<file path="src/rtl/sio_pkg.sv">
package sio_pkg;

  // Control-to-datapath strobe bundle
  typedef struct packed {
    logic       clr;     // master reset held
    logic [1:0] divSel;  // divide select
    logic [2:0] fmt;     // word format code
    logic       brk;     // force line low
    logic       txLoad;  // move holding byte into shifter
    logic [7:0] txByte;  // holding byte
  } sioStrobe_t;

  typedef struct packed {
    logic wide;     // 8 data bits
    logic parEn;
    logic parOdd;
    logic twoStop;
  } wordFmt_t;

  function automatic wordFmt_t decodeFmt(input logic [2:0] code);
    wordFmt_t f;
    f.wide    = code[2];
    f.parEn   = !code[2] || code[1];
    f.parOdd  = code[0];
    f.twoStop = (code[2:1] == 2'b00) || (code == 3'd4);
    return f;
  endfunction

endpackage

</file>
<file path="src/rtl/sio_datapath.sv">
module sio_datapath
  import sio_pkg::*;
#(
  parameter int DIV_MID = 16,
  parameter int DIV_HI  = 64
) (
  input  logic       clk,
  input  logic       rstN,
  input  sioStrobe_t stb,
  input  logic       ctsIn,
  input  logic       rxIn,
  output logic       txOut,
  output logic       txReady,
  output logic       rxDone,
  output logic [7:0] rxByte,
  output logic       rxFrameErr,
  output logic       rxParErr
);

  localparam int CNT_W   = $clog2(DIV_HI) + 1;
  localparam int FRAME_W = 12;
  localparam int BIT_W   = 4;
  localparam int RXSH_W  = 10;

  wordFmt_t fmt;
  assign fmt = decodeFmt(stb.fmt);

  logic [CNT_W-1:0] period;
  always_comb begin
    case (stb.divSel)
      2'd1:    period = CNT_W'(DIV_MID);
      2'd2:    period = CNT_W'(DIV_HI);
      default: period = CNT_W'(1);
    endcase
  end

  // ---------------- transmit engine ----------------
  logic               txBusy;
  logic [FRAME_W-1:0] txFrame;
  logic [BIT_W-1:0]   txLeft;
  logic [CNT_W-1:0]   txCnt;
  logic [FRAME_W-1:0] newFrame;
  logic [BIT_W-1:0]   newLen;

  always_comb begin
    logic [7:0] d;
    logic       p;
    d = stb.txByte;
    if (!fmt.wide) d[7] = 1'b0;
    p = (^d) ^ fmt.parOdd;
    newFrame    = '1;
    newFrame[0] = 1'b0;
    for (int i = 0; i < 8; i++) begin
      if (fmt.wide || i < 7) newFrame[i+1] = d[i];
    end
    if (fmt.parEn) newFrame[fmt.wide ? 9 : 8] = p;
    newLen = BIT_W'(fmt.wide ? 10 : 9) + BIT_W'(fmt.parEn) + BIT_W'(fmt.twoStop);
  end

  assign txReady = !txBusy && !ctsIn && !stb.brk && !stb.clr;

  always_ff @(posedge clk or negedge rstN) begin
    if (!rstN) begin
      txBusy  <= 1'b0;
      txFrame <= '1;
      txLeft  <= '0;
      txCnt   <= '0;
    end else if (stb.clr) begin
      txBusy  <= 1'b0;
      txFrame <= '1;
      txLeft  <= '0;
      txCnt   <= '0;
    end else if (stb.txLoad) begin
      txBusy  <= 1'b1;
      txFrame <= newFrame;
      txLeft  <= newLen;
      txCnt   <= '0;
    end else if (txBusy) begin
      if (txCnt == period - 1'b1) begin
        txCnt   <= '0;
        txFrame <= {1'b1, txFrame[FRAME_W-1:1]};
        txLeft  <= txLeft - 1'b1;
        if (txLeft == BIT_W'(1)) txBusy <= 1'b0;
      end else begin
        txCnt <= txCnt + 1'b1;
      end
    end
  end

  assign txOut = stb.brk ? 1'b0 : (txBusy ? txFrame[0] : 1'b1);

  // ---------------- receive engine ----------------
  typedef enum logic [1:0] {RX_IDLE, RX_START, RX_BITS} rxState_t;

  logic              rxMeta, rxS;
  rxState_t          rxState;
  logic [CNT_W-1:0]  rxCnt;
  logic [BIT_W-1:0]  rxIdx;
  logic [RXSH_W-1:0] rxSh;
  logic [BIT_W-1:0]  rxLastIdx;
  logic              parBit;

  assign rxLastIdx = BIT_W'(fmt.wide ? 8 : 7) + BIT_W'(fmt.parEn);

  always_ff @(posedge clk or negedge rstN) begin
    if (!rstN) begin
      rxMeta  <= 1'b1;
      rxS     <= 1'b1;
      rxState <= RX_IDLE;
      rxCnt   <= '0;
      rxIdx   <= '0;
      rxSh    <= '1;
      rxDone  <= 1'b0;
    end else begin
      rxMeta <= rxIn;
      rxS    <= rxMeta;
      rxDone <= 1'b0;
      if (stb.clr) begin
        rxState <= RX_IDLE;
        rxCnt   <= '0;
        rxIdx   <= '0;
      end else begin
        case (rxState)
          RX_IDLE: begin
            if (!rxS) begin
              rxCnt   <= '0;
              rxIdx   <= '0;
              rxState <= (period == CNT_W'(1)) ? RX_BITS : RX_START;
            end
          end
          RX_START: begin
            if (rxCnt == (period >> 1) - 1'b1) begin
              rxCnt   <= '0;
              rxState <= rxS ? RX_IDLE : RX_BITS;
            end else begin
              rxCnt <= rxCnt + 1'b1;
            end
          end
          default: begin
            if (rxCnt == period - 1'b1) begin
              rxCnt       <= '0;
              rxSh[rxIdx] <= rxS;
              rxIdx       <= rxIdx + 1'b1;
              if (rxIdx == rxLastIdx) begin
                rxDone  <= 1'b1;
                rxState <= RX_IDLE;
              end
            end else begin
              rxCnt <= rxCnt + 1'b1;
            end
          end
        endcase
      end
    end
  end

  assign rxByte     = fmt.wide ? rxSh[7:0] : {1'b0, rxSh[6:0]};
  assign parBit     = fmt.wide ? rxSh[8] : rxSh[7];
  assign rxParErr   = fmt.parEn && ((^rxByte) ^ parBit ^ fmt.parOdd);
  assign rxFrameErr = !rxSh[rxLastIdx];


  cts_hold_chk: assert property (@(posedge clk) disable iff (!rstN)
    ctsIn && !txBusy |=> !txBusy);


  bit_hold_chk: assert property (@(posedge clk) disable iff (!rstN)
    txBusy && !stb.clr && !stb.brk && (txCnt != period - 1'b1)
    |=> stb.brk || stb.clr || $stable(txOut));

endmodule

</file>
<file path="src/rtl/sio_ctrl.sv">
module sio_ctrl
  import sio_pkg::*;
(
  input  logic       clk,
  input  logic       rstN,
  input  logic       selIn,
  input  logic       wrIn,
  input  logic       addrIn,
  input  logic [7:0] wrData,
  output logic [7:0] rdData,
  input  logic       ctsIn,
  input  logic       dcdIn,
  input  logic       txReady,
  input  logic       rxDone,
  input  logic [7:0] rxByte,
  input  logic       rxFrameErr,
  input  logic       rxParErr,
  output sioStrobe_t stb,
  output logic       rtsOut,
  output logic       irqN
);

  logic [7:0] ctrlReg, txHold, rxHold;
  logic       rxFull, txEmpty, ovr, fe, pe;
  logic       wrCtrl, wrTx, rdRx, clr, txLoad, irqOn;
  logic [1:0] txCtl;
  logic [7:0] status;

  assign wrCtrl = selIn && wrIn && !addrIn;
  assign wrTx   = selIn && wrIn && addrIn;
  assign rdRx   = selIn && !wrIn && addrIn;
  assign clr    = (ctrlReg[1:0] == 2'b11);
  assign txCtl  = ctrlReg[6:5];
  assign txLoad = !txEmpty && txReady;

  assign stb.clr    = clr;
  assign stb.divSel = ctrlReg[1:0];
  assign stb.fmt    = ctrlReg[4:2];
  assign stb.brk    = (txCtl == 2'b11);
  assign stb.txLoad = txLoad;
  assign stb.txByte = txHold;

  assign irqOn  = (ctrlReg[7] && (rxFull || ovr)) || ((txCtl == 2'b01) && txEmpty);
  assign status = {irqOn, pe, ovr, fe, ctsIn, dcdIn, txEmpty, rxFull};
  assign rdData = (selIn && !wrIn) ? (addrIn ? rxHold : status) : 8'h00;
  assign rtsOut = (txCtl == 2'b10);
  assign irqN   = !irqOn;

  always_ff @(posedge clk or negedge rstN) begin
    if (!rstN) begin
      ctrlReg <= 8'h03;
      txHold  <= 8'h00;
      rxHold  <= 8'h00;
      rxFull  <= 1'b0;
      txEmpty <= 1'b1;
      ovr     <= 1'b0;
      fe      <= 1'b0;
      pe      <= 1'b0;
    end else begin
      if (wrCtrl) ctrlReg <= wrData;
      if (clr) begin
        rxFull  <= 1'b0;
        ovr     <= 1'b0;
        fe      <= 1'b0;
        pe      <= 1'b0;
        txEmpty <= 1'b1;
      end else begin
        if (wrTx) begin
          txHold  <= wrData;
          txEmpty <= 1'b0;
        end else if (txLoad) begin
          txEmpty <= 1'b1;
        end
        if (rxDone) begin
          if (rxFull && !rdRx) begin
            ovr <= 1'b1;
          end else begin
            rxHold <= rxByte;
            rxFull <= 1'b1;
            ovr    <= 1'b0;
            fe     <= rxFrameErr;
            pe     <= rxParErr;
          end
        end else if (rdRx) begin
          rxFull <= 1'b0;
          ovr    <= 1'b0;
          fe     <= 1'b0;
          pe     <= 1'b0;
        end
      end
    end
  end


  ovr_keep_chk: assert property (@(posedge clk) disable iff (!rstN)
    rxDone && rxFull && !rdRx && !clr |=> ovr && $stable(rxHold));


  rd_clear_chk: assert property (@(posedge clk) disable iff (!rstN)
    rdRx && !rxDone |=> !rxFull && !ovr);


  mreset_chk: assert property (@(posedge clk) disable iff (!rstN)
    clr |=> txEmpty && !rxFull && !ovr);


  rx_irq_chk: assert property (@(posedge clk) disable iff (!rstN)
    $rose(rxFull) && ctrlReg[7] |-> !irqN);

endmodule

</file>
<file path="src/rtl/sio_adapter.sv">
module sio_adapter
  import sio_pkg::*;
#(
  parameter int DIV_MID = 16,
  parameter int DIV_HI  = 64
) (
  input  logic       clk,
  input  logic       rstN,
  input  logic       selIn,
  input  logic       wrIn,
  input  logic       addrIn,
  input  logic [7:0] wrData,
  output logic [7:0] rdData,
  input  logic       rxIn,
  output logic       txOut,
  input  logic       ctsIn,
  input  logic       dcdIn,
  output logic       rtsOut,
  output logic       irqN
);

  sioStrobe_t stb;
  logic       txReady, rxDone, rxFrameErr, rxParErr;
  logic [7:0] rxByte;

  sio_ctrl u_ctrl (
    .clk(clk), .rstN(rstN), .selIn(selIn), .wrIn(wrIn), .addrIn(addrIn),
    .wrData(wrData), .rdData(rdData), .ctsIn(ctsIn), .dcdIn(dcdIn),
    .txReady(txReady), .rxDone(rxDone), .rxByte(rxByte),
    .rxFrameErr(rxFrameErr), .rxParErr(rxParErr), .stb(stb),
    .rtsOut(rtsOut), .irqN(irqN)
  );

  sio_datapath #(.DIV_MID(DIV_MID), .DIV_HI(DIV_HI)) u_dp (
    .clk(clk), .rstN(rstN), .stb(stb), .ctsIn(ctsIn), .rxIn(rxIn),
    .txOut(txOut), .txReady(txReady), .rxDone(rxDone), .rxByte(rxByte),
    .rxFrameErr(rxFrameErr), .rxParErr(rxParErr)
  );

endmodule

</file>
<file path="config.mk">
export PLATFORM = sky130hd
export DESIGN_NAME = sio_adapter
export DESIGN_NICKNAME = d
export VERILOG_FILES = /design/src/rtl/sio_pkg.sv /design/src/rtl/sio_datapath.sv /design/src/rtl/sio_ctrl.sv /design/src/rtl/sio_adapter.sv
export SDC_FILE = /design/constraint.sdc
export NUM_CORES = 1
export LEC_CHECK = 0
export ABC_AREA = 1
export BUFFER_PORTS_ARGS = -buffer_cell sky130_fd_sc_hd__buf_2
export CORE_MARGIN = 10
export CORE_UTILIZATION = 45
export DETAILED_ROUTE_END_ITERATION = 6
export GPL_TIMING_DRIVEN = 0
export HOLD_SLACK_MARGIN = 0.05
export PLACE_DENSITY = 0.7
export SYNTH_ARGS = -nofsm -noshare
export SYNTH_HDL_FRONTEND = slang
export SYNTH_SLANG_ARGS = --single-unit
</file>
<file path="constraint.sdc">
create_clock -name clk -period 1.9 [get_ports clk]
set_input_delay 0.19 -clock clk [delete_from_list [all_inputs] [get_ports clk]]
set_output_delay 0.19 -clock clk [all_outputs]
set_load 0.005 [all_outputs]
</file>
# Word level (Yosys, flattened, before mapping)

Index checks and enable logic that the tools add are counted.
Widths: inputs -> output; s select.

Bitwise logic cells: 6
Mux-type cells: 75
Eq/ne operators: 18
Reduce and logical (&&, ||, !) cells: 49
Add/subtract/negate cells: 9
Order comparisons: 5

Operators with widths:

| cell                | count |
|---|---|
| $mux 12             | 5 |
| $mux 7              | 8 |
| $mux 1              | 34 |
| $ge 32x1->1 const B | 1 |
| $lt 32x6->1 const B | 1 |
| $mux 4              | 8 |
| $pmux 7 s2          | 2 |
| $mux 8              | 3 |
| $eq 7x7->1          | 3 |
| $mux 2              | 8 |
| $reduce_xor 8->1    | 2 |
| $logic_and 1x1->1   | 15 |
| $reduce_bool 3->1   | 5 |
| $add 7x1->7 const B | 2 |
| $add 4x1->4         | 3 |
| $bwmux 12           | 1 |
| $logic_not 1->1     | 11 |
| $bwmux 10           | 1 |
| $lt 4x5->1 const B  | 2 |
| $reduce_and 3->1    | 3 |
| $demux 1 s4         | 2 |
| $eq 2x2->1 const B  | 4 |
| $pmux 4 s2          | 1 |
| $reduce_bool 4->1   | 2 |
| other kinds (22)    | 35 |

Register bits after elaboration: 79
Input bits: 16
Logic and storage cells: 181
Output and inout port bits: 11

# Logic depth before layout (Yosys ltp)

Depth after elaboration: 9
Depth in mapped cells: 14
Mapped depth without buffers: 14

# Modules after synthesis

From an unflattened synthesis, not the netlist that was laid out.

Cells, all modules: 639
Area, all modules: 4888.4 µm²

By module, submodules not included:

| module       | cells each | times used | sequential area each (µm²) | area each (µm²) |
|---|---|---|---|---|
| sio_datapath | 474        | 1          | 1228.7                     | 3420.8 |
| sio_ctrl     | 165        | 1          | 729.4                      | 1467.7 |

# Worst setup path after synthesis

Ideal clock, no wire load.

Path kind: reg2reg
Start point: reg u_ctrl.ctrlReg[0]
End point: reg u_dp.rxSh[4]
Buffers on the path: 1
Setup time: 0.089 ns
Arrival time: 1.709 ns
Data required time: 1.811 ns
Clock period less this slack: 1.798 ns
Cell stages (with the launch flop): 11
Slack: 0.102 ns
Path through: dfstp_2 inv_1 ha_1 clkbuf_2 nand4_1 nand2_4 nand3_4 nor2_8 nand3_1 nand2_1 o21ai_1

Word-level cells in the longest chain between the ends: 5
Elaborated cells between the ends (all ways): 8
Those cells by class: add/sub: 1; eq/ne: 4; mux: 1; bitwise: 1; reduce/logical: 1

Ends and longest elaborated chain:

| what                                     | line                | source |
|---|---|---|
| start, declared                          | sio_ctrl.sv:23      | `logic [7:0] ctrlReg, txHold, rxHold;` |
| start signal, assigned                   | sio_ctrl.sv:60      | `if (wrCtrl) ctrlReg <= wrData;` |
| $eq 2x2->1 or $eq 2x1->1 (tied branches) | sio_datapath.sv:30  | `case (stb.divSel)` |
| $pmux 7 s2                               | sio_datapath.sv:30  |  |
| $sub 7x1->7                              | sio_datapath.sv:140 | `if (rxCnt == period - 1'b1) begin` |
| $eq 7x7->1                               | sio_datapath.sv:140 |  |
| $reduce_and 3->1 (no line) *             | --                  |  |
| end signal, assigned by index            | sio_datapath.sv:142 | `rxSh[rxIdx] <= rxS;` |
| end, declared                            | sio_datapath.sv:99  | `logic [RXSH_W-1:0] rxSh;` |

Every way passes the cells marked *; elsewhere a longest branch is shown, timed or not.
A chain may end at the register's enable or synchronous reset.

# Worst setup path in the final report

Start point: reg u_ctrl.ctrlReg[0]
End point: reg u_dp.rxSh[6]

The elaborated chain is that of the path after synthesis.

==> summary.txt <==
Clock network
  • CTS H-tree lvls: 3
  • Worst-Skew Late Latency: 360 ps
  • Clock buffer depth: 2
  • CTS tree: built
  • Root buf cell: clkbuf_8
  • Num CTS Buffers: 9
  • Clock Sinks: 77
  • Clock transition at path regs: 90 ps

Synth
  • Async SR Flop Fraction: 100.0%
  • Synth Area per Inst: ~7.7 um^2
  • Yosys Warn Count: 0
  • Cells after Synth: slightly below 600
  • Post-synth EDFFs: 0
  • Yosys reg bits: 77
  • Top cells by area, synth: dfrtp_1 (29%), dfstp_2 (15%), nand2_1 (13%)
  • Post-Syn Nets: 609
  • Top_reg_cell synth: dfrtp_1
  • Cell taking the most area after synthesis: dfrtp_1
  • Yosys top cell area share: 29.03%
  • Mapped Area: 4483 um^2
  • Post-synth cell types: 38
  • Register area share after synthesis: 43.68%

Worst setup path
  • Worst path slowest cell: dfstp_2
  • Worst Path Arrival: roughly 2300 ps
  • CP max FO: 5
  • Critical Path Start Type: flip-flop
  • Crit. Startpoint: u_ctrl.ctrlReg[0]
  • Critical path's largest stage delay: 580 ps
  • CP Capture Type: flip-flop
  • Flop-to-flop setup slack: -70 ps
  • Kind of critical path: reg2reg
  • Worst r2r src: u_ctrl.ctrlReg[0]
  • Crit-path cells: inv_4 > ha_4 > xor2_1 > nor2_2 > nand3_4 > nor2_4 > nand3_2 > nand2_2 > o21ai_2
  • Worst Path Required: 2180 ps

Placement
  • Port bufs: 26
  • Routability Congestion: 0.8941
  • Placed cell areas: 4810 um^2
  • Post-DP HPWL: 7915 um
  • Setup WS pre-CTS: -195.0 ps
  • Dpl cells: 739

Global route
  • Global-route wire length before repair: 18590 um
  • Total global routing overflow: 0
  • Vias in the first global route: 3964
  • Initial antenna violation count: 0
  • Largest net degree at the start of global routing: 50
  • GR Util All Layers: 15.41%

Power
  • VDD IR max: 0.0006077 V
  • Final total power: 6.228 mW
  • P_int: 3.731 mW
  • Net Sw Frac: 40.10%
  • Comb power frac: 40.9%
  • Leak Pwr: 2.525 nW
  • Clk network pwr share: around a fifth
  • Switch Pwr: 2.497 mW
  • Pwr Density: 1139 nW/um^2
  • Flop pwr share: 38.2%

Timing
  • Final critical-path required period: between 1500 and 2000 ps
  • Slew HR: 67.30%
  • Hold Vio Cnt, Final: 0
  • Clk_skew: 18.42 ps
  • Worst-margin pin slew: 486.8 ps
  • Max Fclk: 506.6 MHz
  • Final Max Slew Viols: 0
  • Final-report setup violation count: 10
  • RSZ-0062 raised after global routing: yes
  • PnR worst setup slack: -73.96 ps
  • Final period util: 103.9%

Drt
  • Vias per std cell: between 5 and 6
  • DRC: 0
  • Vias: about 4100
  • Total iterations of the first detailed-routing run: 7
  • Iter 0 DRT Violations: 285
  • WL final: 11350 um
  • ANT nets after route: 0
  • Post-DR wirelength/cell: 14.53 um

Layout
  • Sequential Area: 1958 um^2
  • Final core area utilization: 56.19%
  • # diodes: 0
  • P&R area growth vs syn: 21.94%
  • Non-filler instance count after layout: ~780
  • Nets: 673
  • Fill cells: a little over 900
  • Area occupied by multi-input gates: approximately 2400 um^2
  • Share of cells above drive strength 1: between 20% and 30%
  • Design Area, Final: 5466 um^2

Run status
  • Violated checks: setup timing
  • Outcome: complete, but fails checks

Floorplanning
  • Full die area: 14350 um^2
  • Die H: around 120 um
  • I/O pin count: 27
  • Core Rows: 36
  • Core area: just under 10000 um^2
  • Initial Utilization: 46.08%
  • Die width: 119.8 um

Min path
  • HP Start: wrData[5]
  • Hold/Removal Path Class: in2reg

Job
  • Max Cap Viol: 0
## registers in the layout, indices dropped and copies added, names as in the netlist
name            flops
u_ctrl.txEmpty      1
u_dp.rxIdx          4
u_ctrl.rxFull       1
u_dp.txFrame       10
u_ctrl.ovr          1
u_ctrl.pe           1
u_dp.rxMeta         1
u_dp.txLeft         4
u_ctrl.ctrlReg      8
u_dp.rxSh          10
u_ctrl.fe           1
u_dp.txBusy         1
u_dp.rxDone         1
u_dp.rxCnt          7
u_dp.txCnt          7
u_dp.rxS            1
u_ctrl.rxHold       8
u_ctrl.txHold       8
u_dp.rxState        2
## layer usage
metal  vias up  global-route usage (%)  wire [um]  part of all wire (%)
li1       2023                       -          -                     -
met1      1931                   19.10       4968                    44
met2       101                   26.17       5701                    50
met3        20                   3.657        481                   4.2
met4         0                   4.374        199                   1.8
met5         -                       0          0                     0
## cells in the mapped netlist, types with 2 or more instances
| cell type | count |
|---|---|
| nand2_1 | 157 |
| inv_1 | 63 |
| dfrtp_1 | 52 |
| nand3_1 | 47 |
| nor2_1 | 45 |
| o21ai_0 | 38 |
| dfstp_2 | 25 |
| a21oi_1 | 21 |
| o21ai_1 | 18 |
| ha_1 | 14 |
| nand4_1 | 14 |
| o21ai_2 | 11 |
| o22ai_1 | 9 |
| xnor2_1 | 6 |
| xor2_1 | 6 |
| inv_2 | 5 |
| nand2_2 | 5 |
| nor2_2 | 5 |
| nor3_1 | 5 |
| buf_2 | 4 |
| buf_4 | 3 |
| clkbuf_1 | 3 |
| nand2_4 | 3 |
| buf_6 | 2 |
| nand3_2 | 2 |
| nor2_4 | 2 |
| o2111ai_1 | 2 |
| o21a_1 | 2 |
## path summary, 6_finish.rpt
| path | to | cells past startpoint |
|---|---|---|
| max | u_dp.rxSh[6] | 9 |
| min reg2reg | u_dp.rxS | 0 |
| max reg2reg | u_dp.rxSh[6] | 9 |
| max in group asynchronous | u_ctrl.ctrlReg[1] | 3 |
| min in group asynchronous | u_ctrl.txHold[1] | 2 |
| min | u_ctrl.txHold[5] | 3 |
## logic make-up after synthesis
family	count (synthesis)	share of synthesized area (%)
mux	1	0.2512
simple gates	289	28.89
compound gates	105	13.42
fa+ha+maj	14	3.907
buf+inv	81	7.508
flops	77	43.68
xor+xnor	12	2.344
## worst max-delay path, delay by kind of cell, from the launching register on
kind | cells | cell delay (ps)
XOR/XNOR | 1 | 150
AND/OR/NAND/NOR | 5 | 850
buffers and inverters | 1 | 60
flip-flops | 1 | 580
AO/OA/AOI/OAI | 1 | 50
adder cells (fa/ha/maj) | 1 | 190
## metrics by stage
| stage | setup TNS (ps) | hold WS [ps] |
|---|---|---|
| global route | -3122 | 73.20 |
| CTS | -396.8 | 51.28 |
| detailed placement | -4187 | 147.7 |
| global placement | -1976 | 298.2 |
| finish | -316.1 | 66.05 |
| floorplan | 0 | -105.6 |
## final cells by class
type                            count  share of cell area [%]
Inverter                           68                   4.898
Timing Repair Buffer               53                   6.935
Clock buffer                       10                   2.518
Tap cell                          133                   3.044
Clock inverter                      6                   1.259
Multi-Input combinational cell    422                   43.83
Buffer                             12                   1.694
Sequential cell                    77                   35.82
## what timing repair did
action / in CTS / in global routing
pin swaps: 11 / 23
setup buffers: 15 / 5
hold buffers: 5 / 0
endpoints found under the hold margin: 26 / 0
cloned: 2 / 0
endpoints found under the setup margin: 40 / 59
gates resized for setup: 26 / 51
## power by group through the flow
stage	sequential, mW	combinational (mW)	clock [mW]
6_report	2.38	2.55	1.30
5_1_grt	2.42	2.85	1.40
2_1_floorplan	2.29	1.63	0
3_3_place_gp	2.37	1.99	0
3_5_place_dp	2.39	2.07	0
4_1_cts	2.36	2.29	1.33
## placed cells by master, fill, tap and decap left out, drive strengths merged, types with 2 or more instances in the layout
| master | count |
|---|---|
| a21oi | 21 |
| buf | 56 |
| clkbuf | 14 |
| clkinv | 2 |
| dfrtp | 52 |
| dfstp | 25 |
| dlygate4sd3 | 5 |
| ha | 14 |
| inv | 70 |
| nand2 | 165 |
| nand3 | 50 |
| nand4 | 14 |
| nor2 | 54 |
| nor3 | 5 |
| o2111ai | 2 |
| o21a | 2 |
| o21ai | 67 |
| o22ai | 9 |
| xnor2 | 6 |
| xor2 | 6 |
Power figures use the tool's default switching activity.
